--- src/rtl/kbc_mbx_pkg.sv ---
package kbc_mbx_pkg;
  localparam int OBF_BIT = 0;
  localparam int IBF_BIT = 1;
  localparam int CD_BIT  = 3;
endpackage

--- src/rtl/kbc_mbx_datareg.sv ---
module kbc_mbx_datareg #(
  parameter int W = 8
) (
  input  logic         clk,
  input  logic         rst,
  input  logic         ld,
  input  logic [W-1:0] din,
  output logic [W-1:0] q
);
  always_ff @(posedge clk) begin
    if (rst)     q <= '0;
    else if (ld) q <= din;
  end
endmodule

--- src/rtl/kbc_mbx_status.sv ---
module kbc_mbx_status
  import kbc_mbx_pkg::*;
#(
  parameter int W = 8
) (
  input  logic         clk,
  input  logic         rst,
  input  logic         host_wr,
  input  logic         host_cmd_sel,
  input  logic         host_data_rd,
  input  logic         cpu_obuf_wr,
  input  logic         cpu_ibuf_rd,
  input  logic         cpu_stat_wr,
  input  logic [W-1:0] cpu_stat_wdata,
  input  logic         irq_en,
  output logic [W-1:0] status,
  output logic         irq
);
  localparam logic [W-1:0] HW_MASK =
    (W'(1) << OBF_BIT) | (W'(1) << IBF_BIT) | (W'(1) << CD_BIT);
  localparam logic [W-1:0] USER_MASK = ~HW_MASK;

  logic         obf_q, ibf_q, cd_q;
  logic         obf_d, ibf_d;
  logic [W-1:0] user_q;

  // set beats clear on the same cycle
  always_comb begin
    obf_d = cpu_obuf_wr ? 1'b1 : (host_data_rd ? 1'b0 : obf_q);
    ibf_d = host_wr     ? 1'b1 : (cpu_ibuf_rd  ? 1'b0 : ibf_q);
  end

  always_ff @(posedge clk) begin
    if (rst) begin
      obf_q  <= 1'b0;
      ibf_q  <= 1'b0;
      cd_q   <= 1'b0;
      user_q <= '0;
      irq    <= 1'b0;
    end else begin
      obf_q <= obf_d;
      ibf_q <= ibf_d;
      irq   <= ibf_d & irq_en;
      if (host_wr)     cd_q   <= host_cmd_sel;
      if (cpu_stat_wr) user_q <= cpu_stat_wdata & USER_MASK;
    end
  end

  always_comb begin
    status          = user_q;
    status[OBF_BIT] = obf_q;
    status[IBF_BIT] = ibf_q;
    status[CD_BIT]  = cd_q;
  end

  assert_ibf_set_R2: assert property (@(posedge clk) disable iff (rst)
    host_wr |=> status[IBF_BIT]);
  assert_cd_load_R3: assert property (@(posedge clk) disable iff (rst)
    host_wr |=> status[CD_BIT] == $past(host_cmd_sel));
  assert_ibf_clear_R4: assert property (@(posedge clk) disable iff (rst)
    (cpu_ibuf_rd && !host_wr) |=> !status[IBF_BIT]);
  assert_obf_set_R5: assert property (@(posedge clk) disable iff (rst)
    cpu_obuf_wr |=> status[OBF_BIT]);
  assert_obf_clear_R6: assert property (@(posedge clk) disable iff (rst)
    (host_data_rd && !cpu_obuf_wr) |=> !status[OBF_BIT]);
  assert_hw_bits_kept_R8: assert property (@(posedge clk) disable iff (rst)
    (cpu_stat_wr && !host_wr && !host_data_rd && !cpu_obuf_wr && !cpu_ibuf_rd)
      |=> (status & HW_MASK) == $past(status & HW_MASK));
  assert_user_bits_hold_R8: assert property (@(posedge clk) disable iff (rst)
    !cpu_stat_wr |=> (status & USER_MASK) == $past(status & USER_MASK));
  assert_irq_needs_ibf_R9: assert property (@(posedge clk) disable iff (rst)
    irq |-> status[IBF_BIT]);
endmodule

--- src/rtl/kbc_mbx_rdport.sv ---
module kbc_mbx_rdport #(
  parameter int W = 8
) (
  input  logic         clk,
  input  logic         rst,
  input  logic         rd,
  input  logic [W-1:0] din,
  output logic [W-1:0] dout
);
  always_ff @(posedge clk) begin
    if (rst)     dout <= '0;
    else if (rd) dout <= din;
  end
endmodule

--- src/rtl/kbc_host_mailbox.sv ---
module kbc_host_mailbox #(
  parameter int DATA_W = 8
) (
  input  logic              clk,
  input  logic              rst,
  input  logic              host_wr,
  input  logic              host_rd,
  input  logic              host_cmd_sel,
  input  logic [DATA_W-1:0] host_wdata,
  output logic [DATA_W-1:0] host_rdata,
  input  logic              cpu_obuf_wr,
  input  logic [DATA_W-1:0] cpu_obuf_wdata,
  input  logic              cpu_ibuf_rd,
  output logic [DATA_W-1:0] cpu_ibuf_rdata,
  input  logic              cpu_stat_wr,
  input  logic [DATA_W-1:0] cpu_stat_wdata,
  output logic [DATA_W-1:0] cpu_stat_rdata,
  input  logic              cpu_irq_en,
  output logic              cpu_irq
);
  logic [DATA_W-1:0] ibuf_q, obuf_q, status;
  logic [DATA_W-1:0] host_mux;
  logic              host_data_rd;

  assign host_data_rd = host_rd & ~host_cmd_sel;
  assign host_mux     = host_cmd_sel ? status : obuf_q;

  kbc_mbx_datareg #(.W(DATA_W)) u_ibuf (
    .clk(clk), .rst(rst), .ld(host_wr), .din(host_wdata), .q(ibuf_q));

  kbc_mbx_datareg #(.W(DATA_W)) u_obuf (
    .clk(clk), .rst(rst), .ld(cpu_obuf_wr), .din(cpu_obuf_wdata), .q(obuf_q));

  kbc_mbx_status #(.W(DATA_W)) u_status (
    .clk(clk), .rst(rst),
    .host_wr(host_wr), .host_cmd_sel(host_cmd_sel), .host_data_rd(host_data_rd),
    .cpu_obuf_wr(cpu_obuf_wr), .cpu_ibuf_rd(cpu_ibuf_rd),
    .cpu_stat_wr(cpu_stat_wr), .cpu_stat_wdata(cpu_stat_wdata),
    .irq_en(cpu_irq_en), .status(status), .irq(cpu_irq));

  kbc_mbx_rdport #(.W(DATA_W)) u_host_rd (
    .clk(clk), .rst(rst), .rd(host_rd), .din(host_mux), .dout(host_rdata));

  kbc_mbx_rdport #(.W(DATA_W)) u_cpu_rd (
    .clk(clk), .rst(rst), .rd(cpu_ibuf_rd), .din(ibuf_q), .dout(cpu_ibuf_rdata));

  assign cpu_stat_rdata = status;

  assert_cpu_read_data_R4: assert property (@(posedge clk) disable iff (rst)
    cpu_ibuf_rd |=> cpu_ibuf_rdata == $past(ibuf_q));
  assert_host_data_read_R6: assert property (@(posedge clk) disable iff (rst)
    host_data_rd |=> host_rdata == $past(obuf_q));
  assert_host_status_read_R7: assert property (@(posedge clk) disable iff (rst)
    (host_rd && host_cmd_sel) |=> host_rdata == $past(status));
  assert_host_rdata_hold_R7: assert property (@(posedge clk) disable iff (rst)
    !host_rd |=> $stable(host_rdata));
endmodule

--- config.mk ---
export PLATFORM = sky130hd
export DESIGN_NAME = kbc_host_mailbox
export DESIGN_NICKNAME = d
export VERILOG_FILES = /design/src/rtl/kbc_mbx_pkg.sv /design/src/rtl/kbc_mbx_datareg.sv /design/src/rtl/kbc_mbx_status.sv /design/src/rtl/kbc_mbx_rdport.sv /design/src/rtl/kbc_host_mailbox.sv
export SDC_FILE = /design/constraint.sdc
export NUM_CORES = 1
export LEC_CHECK = 0
export ABC_AREA = 0
export CORE_MARGIN = 2
export CORE_UTILIZATION = 39
export DETAILED_ROUTE_END_ITERATION = 6
export GPL_ROUTABILITY_DRIVEN = 0
export HOLD_SLACK_MARGIN = 0.05
export PLACE_DENSITY = 0.72
export SYNTH_ARGS = -nofsm -noshare
export SYNTH_HDL_FRONTEND = slang
export SYNTH_SLANG_ARGS = --single-unit
--- constraint.sdc ---
create_clock -name clk -period 1.55 [get_ports clk]
set_input_delay 0.31 -clock clk [delete_from_list [all_inputs] [get_ports clk]]
set_output_delay 0.31 -clock clk [all_outputs]
set_load 0.01 [all_outputs]
==> metrics.txt <==
Critical Path End Type=primary output; gr ovfl total=0; die area=~0.0045 mm²; Pwr Density=around 1000 mW/mm²; met3 usage=slightly above 6%; Slew headroom=between 80 and 90%; CTS tree=done; CP max-delay cell=clkdlybuf4s50_1; grt met2 use=around a quarter; antenna violations before repair=0; status=complete, no violations; post-synthesis net count=~180; delay of the slowest critical-path stage=about 0.55 ns; Data required, critical path=roughly 1.2 ns; first-pass GRT wire length=just under 5 mm; peak supply drop=0.0006131 V; yosys warns=0; average cell area after synthesis=roughly 11 µm²; leading cell types in the layout, fill and taps excluded=clkdlybuf4s50_1, dfxtp_1, nor2_1; top-area cell type share of the netlist area=a little over half; Slew @ Worst Pin=roughly 0.29 ns; nets=232; DRT Pass-1 Iters=4; most common cell after layout, fill and taps aside=clkdlybuf4s50_1; final antenna-violating net count=0; vias in the first global route=1104; Yosys reg bits=41; Reg2Reg Setup Slack=between 0.7 and 0.8 ns; Core Area=about 0.0037 mm²; Mapped Area=between 0.0015 and 0.002 mm²; Placed Cells=between 200 and 250; CTS Hold Buffers Added=0; clock sinks=a little over 40; fmax=670.4 MHz; max-slew violations=0; Hold WC Path Type=reg2reg; Clock Latency Late Sink=approximately 0.29 ns; LEAKAGE=between 1 and 1.5 nW; Critical Setup Path Class=reg2out; final instance area=between 0.002 and 0.0025 mm²; synth top area cells=dfxtp_1, mux2i_1, nor2_1, a211oi_1, buf_4; port bufs=54; Hold Fails Final Rpt=0; setup violators final=0; die height=between 60 and 70 µm; Bufs and invs on worst path=1; io pins=between 50 and 60; antenna diode count=0; worst endpoint data arrival time=1.18 ns; Routed WL=3.032 mm; post-route insts no fill=approximately 250; gr usage total=approximately 15%; CP Max Fanout=2; minimum hold slack=between 0.4 and 0.5 ns; post-synth cell types=14; fillers=330; gate count of the mapped netlist=roughly 150; grt peak-use layer=met2; Layout Skew=around 0.0056 ns; area leader, netlist=dfxtp_1; unrepaired setup endpoints after global routing=no; crit path launch type=flop; clock buffer depth=2; hpwl dp=around 2.2 mm; postcts setup bufs=0; Final min period=about 1.5 ns; dpl cell area=0.002135 mm²; met1 usage=between 10% and 20%; drt initial violations=just over 50; Vias/cell=between 4 and 5; clock root cell=clkbuf_8; largest net degree at the start of global routing=40; CP top delay family=buffers and inverters; Tot Pwr=around 2.3 mW; Die X=between 60 and 70 µm; Final WS setup=0.05845 ns; WL/cell=roughly 12 µm; P&R area growth vs syn=46.49%; std cell rows=22; cts bufs inserted=5; post-synthesis sequential area ratio=~53%; pre-CTS setup slack=0.1547 ns; crit share post-route=a little over nine tenths; clock-pin slew on the worst setup and hold paths=0.08 ns; setup TNS=0 ns; H-Tree Depth=2; share of cells above drive strength 1=approximately 8.5%; initial core utilization=41.48%; Finished Core Util=about three fifths; CP Cell Sequence=clkdlybuf4s50_1; MaxCap Viol Count=0; via count=approximately 1100; DRC=0
-- power breakdown --
group	leakage (nW)	switching (mW)	internal (mW)	total, mW
sequential	0.338	0.0336	1.11	1.15
combinational	0.688	0.124	0.200	0.324
clock	0.0574	0.356	0.523	0.880
total	1.08	0.514	1.84	2.35
-- sequential cells by signal (all words and copies together) (netlist names) --
name             cells
u_cpu_rd.dout        8
u_host_rd.dout       8
u_ibuf.q             8
u_obuf.q             8
u_status.cd_q        1
u_status.ibf_q       1
u_status.irq         1
u_status.obf_q       1
u_status.user_q      5
-- path summary, 6_finish.rpt --
check,start,endpoint,depth (start not counted)
worst min-delay path,u_host_rd.dout[1],u_host_rd.dout[1],2
worst max register to register,u_status.user_q[4],u_host_rd.dout[4],2
worst max-delay path,u_host_rd.dout[7],host_rdata[7],1
worst min register to register,u_host_rd.dout[1],u_host_rd.dout[1],2
-- cells in the mapped netlist --
| library cell | count |
|---|---|
| mux2i_1 | 38 |
| and2_1 | 1 |
| buf_4 | 6 |
| nor2_1 | 39 |
| nand2b_4 | 1 |
| a21oi_1 | 1 |
| a211oi_1 | 8 |
| a21oi_2 | 1 |
| inv_1 | 1 |
| buf_6 | 3 |
| clkbuf_1 | 2 |
| buf_2 | 3 |
| dfxtp_1 | 41 |
| nand2b_1 | 1 |
-- per-layer routing --
| metal | wire length [µm] | share of wire, % | vias up |
|---|---|---|---|
| li1 | - | - | 594 |
| met3 | 210 | 6.9 | 5 |
| met1 | 1280 | 42 | 509 |
| met4 | 45 | 1.5 | 0 |
| met2 | 1496 | 49 | 36 |
| met5 | 0 | 0 | - |
-- cell type report --
| cell class | instances | area, µm² | area share, % |
|---|---|---|---|
| clock buffer | 6 | 82.58 | 3.630 |
| clock inverter | 2 | 37.54 | 1.650 |
| inverter | 1 | 3.754 | 0.1650 |
| multi-input combinational | 90 | 626.9 | 27.56 |
| sequential | 41 | 822.0 | 36.14 |
| tap | 48 | 60.06 | 2.640 |
| timing repair buffer | 60 | 641.9 | 28.22 |
-- timing repair --
item,CTS,global route
setup endpoints to repair,2,8
endpoints found under the hold margin,0,0
gates resized for setup,2,8
-- kinds of logic after synthesis --
group | after synthesis | share of synthesized area (%)
compound gates | 10 | 4.754
buf+inv | 15 | 6.768
flops | 41 | 52.86
simple gates | 42 | 11.12
mux | 38 | 24.50
No activity file was read; power rests on OpenSTA's default activity.
